**src/rtl/cop_pkg.sv**
```systemverilog
package cop_pkg;

  // strobes from control to datapath
  typedef struct packed {
    logic armGate;
    logic endGate;
    logic divStart;
    logic selFill;
    logic latchPpm;
    logic latchFill;
    logic publish;
    logic dropAll;
  } copStrb_t;

  // status from datapath to control
  typedef struct packed {
    logic rise;
    logic gateFull;
    logic timeout;
    logic divBusy;
    logic divDone;
  } copStat_t;

  typedef enum logic {R_IDLE, R_GATE} runState_t;

  typedef enum logic [2:0] {
    C_IDLE, C_PPM_GO, C_PPM_WAIT, C_FILL_GO, C_FILL_WAIT, C_PUB
  } cmpState_t;

endpackage

```
**src/rtl/cop_divider.sv**
```systemverilog
module cop_divider #(
  parameter int NUM_W = 64,
  parameter int DEN_W = 32
) (
  input  logic             clk,
  input  logic             rstN,
  input  logic             start,
  input  logic [NUM_W-1:0] num,
  input  logic [DEN_W-1:0] den,
  output logic             busy,
  output logic             done,
  output logic [NUM_W-1:0] quot
);
  localparam int IW = $clog2(NUM_W + 1);

  logic [DEN_W-1:0] rem;
  logic [NUM_W-1:0] qsh;
  logic [IW-1:0]    left;
  logic [DEN_W:0]   trial;
  logic [DEN_W:0]   diff;
  logic             ge;

  assign trial = {rem, qsh[NUM_W-1]};
  assign diff  = trial - {1'b0, den};
  assign ge    = trial >= {1'b0, den};
  assign quot  = qsh;

  always_ff @(posedge clk or negedge rstN) begin
    if (!rstN) begin
      rem  <= '0;
      qsh  <= '0;
      left <= '0;
      busy <= 1'b0;
      done <= 1'b0;
    end else if (start) begin
      rem  <= '0;
      qsh  <= num;
      left <= IW'(NUM_W);
      busy <= 1'b1;
      done <= 1'b0;
    end else if (busy) begin
      rem  <= ge ? diff[DEN_W-1:0] : trial[DEN_W-1:0];
      qsh  <= {qsh[NUM_W-2:0], ge};
      left <= left - IW'(1);
      if (left == IW'(1)) begin
        busy <= 1'b0;
        done <= 1'b1;
      end
    end else begin
      done <= 1'b0;
    end
  end

  // a finished division is announced exactly when the iteration stops
  p_div_done_r7: assert property (@(posedge clk) disable iff (!rstN)
    $fell(busy) |-> done);

  // partial remainder never reaches the divisor while iterating
  p_div_rem_r3: assert property (@(posedge clk) disable iff (!rstN)
    (busy && den != '0 && !$past(start)) |-> (rem < den));

endmodule

```
**src/rtl/cop_ctrl.sv**
```systemverilog
module cop_ctrl
  import cop_pkg::*;
(
  input  logic     clk,
  input  logic     rstN,
  input  copStat_t stat,
  output copStrb_t strb
);
  runState_t runState, runNext;
  cmpState_t cmpState, cmpNext;

  always_comb begin
    strb    = '0;
    runNext = runState;
    cmpNext = cmpState;
    if (stat.timeout) begin
      strb.dropAll = 1'b1;
      runNext      = R_IDLE;
      cmpNext      = C_IDLE;
    end else begin
      if (runState == R_IDLE) begin
        if (stat.rise) begin
          strb.armGate = 1'b1;
          runNext      = R_GATE;
        end
      end else if (stat.gateFull) begin
        strb.armGate = 1'b1;
        if (cmpState == C_IDLE) begin
          strb.endGate = 1'b1;
          cmpNext      = C_PPM_GO;
        end
      end
      case (cmpState)
        C_PPM_GO: begin
          strb.divStart = 1'b1;
          cmpNext       = C_PPM_WAIT;
        end
        C_PPM_WAIT: if (stat.divDone) begin
          strb.latchPpm = 1'b1;
          cmpNext       = C_FILL_GO;
        end
        C_FILL_GO: begin
          strb.divStart = 1'b1;
          strb.selFill  = 1'b1;
          cmpNext       = C_FILL_WAIT;
        end
        C_FILL_WAIT: if (stat.divDone) begin
          strb.latchFill = 1'b1;
          cmpNext        = C_PUB;
        end
        C_PUB: begin
          strb.publish = 1'b1;
          cmpNext      = C_IDLE;
        end
        default: ;
      endcase
    end
  end

  always_ff @(posedge clk or negedge rstN) begin
    if (!rstN) begin
      runState <= R_IDLE;
      cmpState <= C_IDLE;
    end else begin
      runState <= runNext;
      cmpState <= cmpNext;
    end
  end

  // a division is only launched on an idle divider
  p_start_idle_r7: assert property (@(posedge clk) disable iff (!rstN)
    strb.divStart |-> !stat.divBusy);

  // publication always follows the prefill result by one cycle
  p_pub_order_r7: assert property (@(posedge clk) disable iff (!rstN)
    strb.publish |-> $past(strb.latchFill));

endmodule

```
**src/rtl/cop_datapath.sv**
```systemverilog
module cop_datapath
  import cop_pkg::*;
#(
  parameter int CNT_W        = 32,
  parameter int GATE_W       = 16,
  parameter int TGT_W        = 32,
  parameter int PPM_W        = 24,
  parameter int FILL_W       = 21,
  parameter int DEPTH        = 2097152,
  parameter int GUARD_FRAMES = 64,
  parameter int AGREE_TOL    = 4
) (
  input  logic                    clk,
  input  logic                    rstN,
  input  logic                    lrckSync,
  input  logic [GATE_W-1:0]       cfgGateFrames,
  input  logic [CNT_W-1:0]        cfgNominal,
  input  logic [TGT_W-1:0]        cfgTargetFrames,
  input  copStrb_t                strb,
  output copStat_t                stat,
  output logic signed [PPM_W-1:0] ppmOut,
  output logic [FILL_W-1:0]       fillOut,
  output logic                    validOut
);
  localparam int NUM_W = CNT_W + TGT_W;
  localparam int HALF  = DEPTH / 2;
  localparam logic [NUM_W-1:0] PPM_SCALE = NUM_W'(1000000);
  localparam logic [NUM_W-1:0] PPM_MAX   = NUM_W'((64'd1 << (PPM_W - 1)) - 64'd1);

  logic              lrckPrev, rise;
  logic [CNT_W-1:0]  cycCnt, idleCnt, capCount, histCount;
  logic [GATE_W-1:0] frameCnt;
  logic              histValid;
  logic [CNT_W-1:0]  errMag, histDiff;
  logic              errNeg, agree;
  logic [NUM_W-1:0]  numMux, quot;
  logic              divBusy, divDone;
  logic [PPM_W-1:0]  magNarrow, ppmStage;
  logic [NUM_W:0]    fillSum;
  logic [FILL_W-1:0] fillStage;

  assign rise = lrckSync & ~lrckPrev;

  assign stat.rise     = rise;
  assign stat.gateFull = rise && ((frameCnt + GATE_W'(1)) == cfgGateFrames);
  assign stat.timeout  = !rise && (idleCnt >= cfgNominal);
  assign stat.divBusy  = divBusy;
  assign stat.divDone  = divDone;

  // gate and idle counters
  always_ff @(posedge clk or negedge rstN) begin
    if (!rstN) begin
      lrckPrev <= 1'b0;
      cycCnt   <= '0;
      frameCnt <= '0;
      idleCnt  <= '0;
      capCount <= '0;
    end else begin
      lrckPrev <= lrckSync;
      if (strb.armGate) begin
        cycCnt   <= '0;
        frameCnt <= '0;
      end else begin
        if (cycCnt != '1) cycCnt <= cycCnt + CNT_W'(1);
        if (rise)         frameCnt <= frameCnt + GATE_W'(1);
      end
      if (rise)                idleCnt <= '0;
      else if (idleCnt != '1)  idleCnt <= idleCnt + CNT_W'(1);
      if (strb.endGate)        capCount <= cycCnt + CNT_W'(1);
    end
  end

  assign errNeg   = capCount < cfgNominal;
  assign errMag   = errNeg ? (cfgNominal - capCount) : (capCount - cfgNominal);
  assign histDiff = (capCount >= histCount) ? (capCount - histCount) : (histCount - capCount);
  assign agree    = histValid && (histDiff <= CNT_W'(AGREE_TOL));
  assign numMux   = NUM_W'(errMag) * (strb.selFill ? NUM_W'(cfgTargetFrames) : PPM_SCALE);

  cop_divider #(.NUM_W(NUM_W), .DEN_W(CNT_W)) div_i (
    .clk   (clk),
    .rstN  (rstN),
    .start (strb.divStart),
    .num   (numMux),
    .den   (cfgNominal),
    .busy  (divBusy),
    .done  (divDone),
    .quot  (quot)
  );

  assign magNarrow = (quot > PPM_MAX) ? PPM_MAX[PPM_W-1:0] : quot[PPM_W-1:0];
  assign fillSum   = {1'b0, quot} + (NUM_W+1)'(GUARD_FRAMES);

  // staging and published results
  always_ff @(posedge clk or negedge rstN) begin
    if (!rstN) begin
      ppmStage  <= '0;
      fillStage <= '0;
      ppmOut    <= '0;
      fillOut   <= '0;
      validOut  <= 1'b0;
      histCount <= '0;
      histValid <= 1'b0;
    end else begin
      if (strb.latchPpm)
        ppmStage <= errNeg ? (~magNarrow + PPM_W'(1)) : magNarrow;
      if (strb.latchFill)
        fillStage <= (fillSum > (NUM_W+1)'(HALF)) ? FILL_W'(HALF) : fillSum[FILL_W-1:0];
      if (strb.dropAll) begin
        validOut  <= 1'b0;
        histValid <= 1'b0;
      end else if (strb.publish) begin
        ppmOut    <= ppmStage;
        fillOut   <= fillStage;
        validOut  <= agree;
        histCount <= capCount;
        histValid <= 1'b1;
      end
    end
  end

  // prefill never exceeds half the buffer
  p_fill_clamp_r4: assert property (@(posedge clk) disable iff (!rstN)
    fillOut <= FILL_W'(HALF));

  // a quiet word clock removes the valid flag on the next cycle
  p_loss_clears_r6: assert property (@(posedge clk) disable iff (!rstN)
    stat.timeout |=> !validOut);

  // results move only on publication
  p_hold_ppm_r7: assert property (@(posedge clk) disable iff (!rstN)
    !strb.publish |=> ($stable(ppmOut) && $stable(fillOut)));

  // valid can only rise with a previous gate on record
  p_valid_hist_r5: assert property (@(posedge clk) disable iff (!rstN)
    $rose(validOut) |-> $past(histValid));

endmodule

```
**src/rtl/clk_offset_prefill.sv**
```systemverilog
module clk_offset_prefill
  import cop_pkg::*;
#(
  parameter int CNT_W        = 32,
  parameter int GATE_W       = 16,
  parameter int TGT_W        = 32,
  parameter int PPM_W        = 24,
  parameter int DEPTH        = 2097152,
  parameter int GUARD_FRAMES = 64,
  parameter int AGREE_TOL    = 4,
  localparam int FILL_W      = $clog2(DEPTH)
) (
  input  logic                    clk,
  input  logic                    rstN,
  input  logic                    lrckSync,
  input  logic [GATE_W-1:0]       cfgGateFrames,
  input  logic [CNT_W-1:0]        cfgNominal,
  input  logic [TGT_W-1:0]        cfgTargetFrames,
  output logic signed [PPM_W-1:0] ppmOffset,
  output logic [FILL_W-1:0]       prefillFrames,
  output logic                    offsetValid
);
  copStrb_t strb;
  copStat_t stat;

  cop_ctrl ctrl_i (
    .clk  (clk),
    .rstN (rstN),
    .stat (stat),
    .strb (strb)
  );

  cop_datapath #(
    .CNT_W(CNT_W), .GATE_W(GATE_W), .TGT_W(TGT_W), .PPM_W(PPM_W),
    .FILL_W(FILL_W), .DEPTH(DEPTH), .GUARD_FRAMES(GUARD_FRAMES),
    .AGREE_TOL(AGREE_TOL)
  ) dp_i (
    .clk             (clk),
    .rstN            (rstN),
    .lrckSync        (lrckSync),
    .cfgGateFrames   (cfgGateFrames),
    .cfgNominal      (cfgNominal),
    .cfgTargetFrames (cfgTargetFrames),
    .strb            (strb),
    .stat            (stat),
    .ppmOut          (ppmOffset),
    .fillOut         (prefillFrames),
    .validOut        (offsetValid)
  );

endmodule

```
**config.mk**
```make
export PLATFORM = sky130hd
export DESIGN_NAME = clk_offset_prefill
export DESIGN_NICKNAME = d
export VERILOG_FILES = /design/src/rtl/cop_pkg.sv /design/src/rtl/cop_divider.sv /design/src/rtl/cop_ctrl.sv /design/src/rtl/cop_datapath.sv /design/src/rtl/clk_offset_prefill.sv
export SDC_FILE = /design/constraint.sdc
export NUM_CORES = 2
export LEC_CHECK = 0
export BUFFER_PORTS_ARGS = -buffer_cell sky130_fd_sc_hd__buf_2
export CAP_MARGIN = 30
export CORE_UTILIZATION = 60
export CTS_CLUSTER_DIAMETER = 60
export DETAILED_ROUTE_END_ITERATION = 8
export PLACE_DENSITY = 0.8
export SYNTH_ARGS = -nofsm -noshare
export SYNTH_HDL_FRONTEND = slang
export SYNTH_SLANG_ARGS = --single-unit
```
**constraint.sdc**
```tcl
create_clock -name clk -period 10.75 [get_ports clk]
set_clock_uncertainty 0.1 [all_clocks]
set_input_delay 0.5375 -clock clk [delete_from_list [all_inputs] [get_ports clk]]
set_output_delay 0.5375 -clock clk [all_outputs]
set_load 0.02 [all_outputs]
```
==> impl_metrics.csv <==
group,metric,value,unit
detailed_routing,avgRoutedWirePerCell,23.0,microns
yosys,synth_seq_cells,346,
worst_setup_path,r2r_setup_slack,-340,ps
cts,cts_tree,"done",
placed_design,dp_hpwl,166,mm
yosys,synth_flop_cell,"dfrtp_1",
timing,fin_ws,-340,ps
detailed_routing,met2_length,95.8,mm
layout,finalNetCount,9114,
timing,setup_viol,18,
yosys,post-synth-top-count-cell,"inv_1",
worst_setup_path,cp.required,11070,ps
global_routing,grt_max_degree,168,
worst_setup_path,worstPathArrival,11410,ps
worst_setup_path,r2r-start,"dp_i.capCount[0]",
global_routing,grt_pass1_vias,55000,
layout,seq_area,8660,sq um
worst_setup_path,cpPeakStageDelay,600,ps
placed_design,gp_congestion,1.04,
min_path,hold_path.class,"input pin to flip-flop",
detailed_routing,drt-initial-drc-count,5141,
timing,fmax,90.2,MHz
yosys,synth_area_leader_cell,"fa_1",
yosys,synth.distinct_cells,82,
timing,rsz0062_at_grt,"yes",
floorplan,chipHeight,315,microns
detailed_routing,wl_met3,20.2,mm
floorplan,core_area,97000,sq um
yosys,synth.avg_cell_area,8.38,sq um
detailed_routing,vias_per_cell,6.03,
detailed_routing,drtAntennaViolNets,0,
worst_setup_path,crit_path_start_kind,"flip-flop",
detailed_routing,routed.top_layer,"met5",
detailed_routing,routed-via-count,54200,
floorplan,io_pins,129,
worst_setup_path,worstReg2RegEnd,"dp_i.div_i.quot[58]",
floorplan,die-area,99400,sq um
yosys,synth_edf_count,0,
timing,fin_crit,11090,ps
yosys,ys_top_cells_by_area,"fa_1, dfrtp_1, ha_1",
worst_setup_path,startpoint,"dp_i.capCount[0]",
run_status,violations,"DRC, setup timing",
timing,tightest_slew,1080,ps
yosys,ys_warn_count,0,
worst_setup_path,criticalPathCategory,"flip-flop to flip-flop",
layout,fillers,7179,
global_routing,antenna_found_initial,7,
global_routing,grt_pass1_wl,314,mm
floorplan,die_w,315,microns
cts,ctsRootBufferMaster,"clkbuf_16",
cts,cts_buffers,43,
floorplan,start_util,60.7,%
timing,final-max-slew-violation-count,0,
worst_setup_path,worstPathMaxFanout,6,
placed_design,place.port_buffers,128,
worst_setup_path,cpMaxStageDelayCell,"fa_1",
worst_setup_path,rr_worst_depth,44,
yosys,synth_common_cells,"inv_1, fa_1, nor2_1",
yosys,syn-cell-area,58900,sq um
layout,multi_input_area,46300,sq um
worst_setup_path,cpMostUsedCell,"fa_1",
cts,insertion_delay,590,ps
cts,cts.path.max_buffers,3,
yosys,ys_async_sr_fraction,100,%
timing,fin_crit_sh,103,%
yosys,netlist_instances,7025,
floorplan,placementRows,114,
cts,cts-htree-levels,2,
layout,area_growth,19.8,%
worst_setup_path,critical_path.endpoint,"dp_i.div_i.quot[58]",
layout,drive_gt1_share,19.0,%
yosys,syn-num-nets,8468,
timing,hold_viol_final,0,
placed_design,pre_cts_slack,-897,ps
detailed_routing,wirelength,207,mm
flow_run,maxCapViolCount,0,
detailed_routing,routedLengthMet1,74.2,mm
detailed_routing,firstDrtPassIters,9,
global_routing,grt-ovfl-total,0,
global_routing,grt.total_usage,41.3,%
yosys,synth_top_area_share,30.6,%
timing,relSlewSlack,25.9,%
cts,cts_sinks,346,
detailed_routing,drc,4,
yosys,yosysSeqAreaShare,14.7,%
worst_setup_path,endpoint_kind,"flip-flop",
cts,clk_pin_slew,60,ps
run_status,outcome,"complete, but fails checks",
==> flip-flops by register name, indices dropped and copies added, names as in the netlist, 3 cells and up <==
signal and cells:
dp_i.div_i.rem 32, dp_i.fillOut 21, dp_i.capCount 32, dp_i.ppmStage 24, dp_i.div_i.left 7, dp_i.ppmOut 24, dp_i.histCount 32, dp_i.fillStage 21
dp_i.cycCnt 32, dp_i.frameCnt 16, ctrl_i.cmpState 3, dp_i.div_i.quot 64, dp_i.idleCnt 32
==> final cells by class <==
cell class	count	area share, %
inverter	1084	5.77
antenna	2	0.00709
sequential	346	12.3
timing repair buffer	993	11.9
multi-input combinational	5203	65.7
clock inverter	23	0.443
clock buffer	54	1.67
tap	1276	2.26
==> cell families after synthesis <==
group	Yosys count	synth area share, %
buffers and inverters	1476	9.45
AND/OR/NAND/NOR	2274	17.1
flip-flops	346	14.7
AO/OA/AOI/OAI	1161	11.9
adder cells (fa/ha/maj)	1360	40.4
XOR/XNOR	276	4.10
multiplexers	132	2.35
==> metal layers <==
metal | vias to the layer above | track usage (%)
li1 | 23700 | -
met1 | 26700 | 50.6
met2 | 2963 | 65.9
met3 | 802 | 9.32
met4 | 8 | 26.8
met5 | - | 0.521
==> stage by stage <==
| step | cells | TNS [ps] | hold WS [ps] | util, % | cell area [sq um] |
|---|---|---|---|---|---|
| floorplan | 7025 | 0 | 142 | - | 58900 |
| CTS | 8944 | 0 | 14.1 | 71.0 | 68900 |
| finish | 8981 | -3760 | 19.0 | 72.7 | 70500 |
| global placement | 8826 | -11230 | 362 | 68.7 | 66600 |
| detailed placement | 8828 | -16890 | 373 | 68.8 | 66700 |
| global route | 8981 | -11460 | 29.1 | 72.7 | 70500 |
==> critical path, delay by kind of cell (launching register included) <==
kind,cells,cell delay [ps]
compound gates,15,3330
buf+inv,12,1200
fa+ha+maj,11,4950
flops,1,380
simple gates,2,180
xor+xnor,2,410
mux,2,390
==> cell usage in the layout, fill, tap and decap left out, types with 29 or more instances in the layout <==
master / Yosys / layout
a21oi_1: 351 / 315
xor2_1: 128 / 113
o21ai_1: 5 / 29
buf_12: 0 / 74
buf_6: 0 / 33
ha_1: 461 / 435
dfrtp_1: 346 / 345
clkbuf_16: 0 / 46
nor3_1: 67 / 62
or2_2: 46 / 45
a21oi_2: 0 / 30
a31oi_1: 35 / 32
a21o_1: 109 / 109
inv_1: 1084 / 1044
o21ai_0: 369 / 340
fa_2: 0 / 48
nor2b_1: 44 / 42
inv_2: 0 / 39
xnor2_1: 148 / 129
a211oi_1: 46 / 38
nand4_1: 69 / 69
and2_1: 47 / 44
o21bai_1: 34 / 31
buf_4: 1 / 745
mux2_2: 50 / 50
mux2i_1: 82 / 79
nand2b_1: 78 / 75
buf_2: 15 / 127
fa_1: 899 / 851
and3_1: 55 / 54
nand3_1: 100 / 95
nor2_1: 830 / 812
nand2_1: 812 / 801
==> what timing repair did <==
action | 4_1_cts | 5_1_grt
cloned | 4 | 2
gates resized for setup | 67 | 312
setup buffers | 35 | 37
endpoints found under the setup margin | 28 | 40
pin swaps | 32 | 232
hold buffers | 1 | 0
endpoints found under the hold margin | 59 | 0
==> worst min path at each step <==
stage	slack, ps	cells past startpoint	end	from
2_1_floorplan	140	0	ctrl_i.cmpState[0]	rstN
3_3_place_gp	360	2	dp_i.ppmStage[5]	dp_i.ppmStage[5]
3_5_place_dp	370	2	dp_i.fillStage[9]	dp_i.fillStage[9]
4_1_cts	10	1	dp_i.lrckPrev	lrckSync
5_1_grt	30	1	dp_i.lrckPrev	lrckSync
6_report	20	1	dp_i.lrckPrev	lrckSync
Power is left out: the tool's default activity adds up to more than one toggle a clock period on the data nets, which glitch-free logic cannot reach.
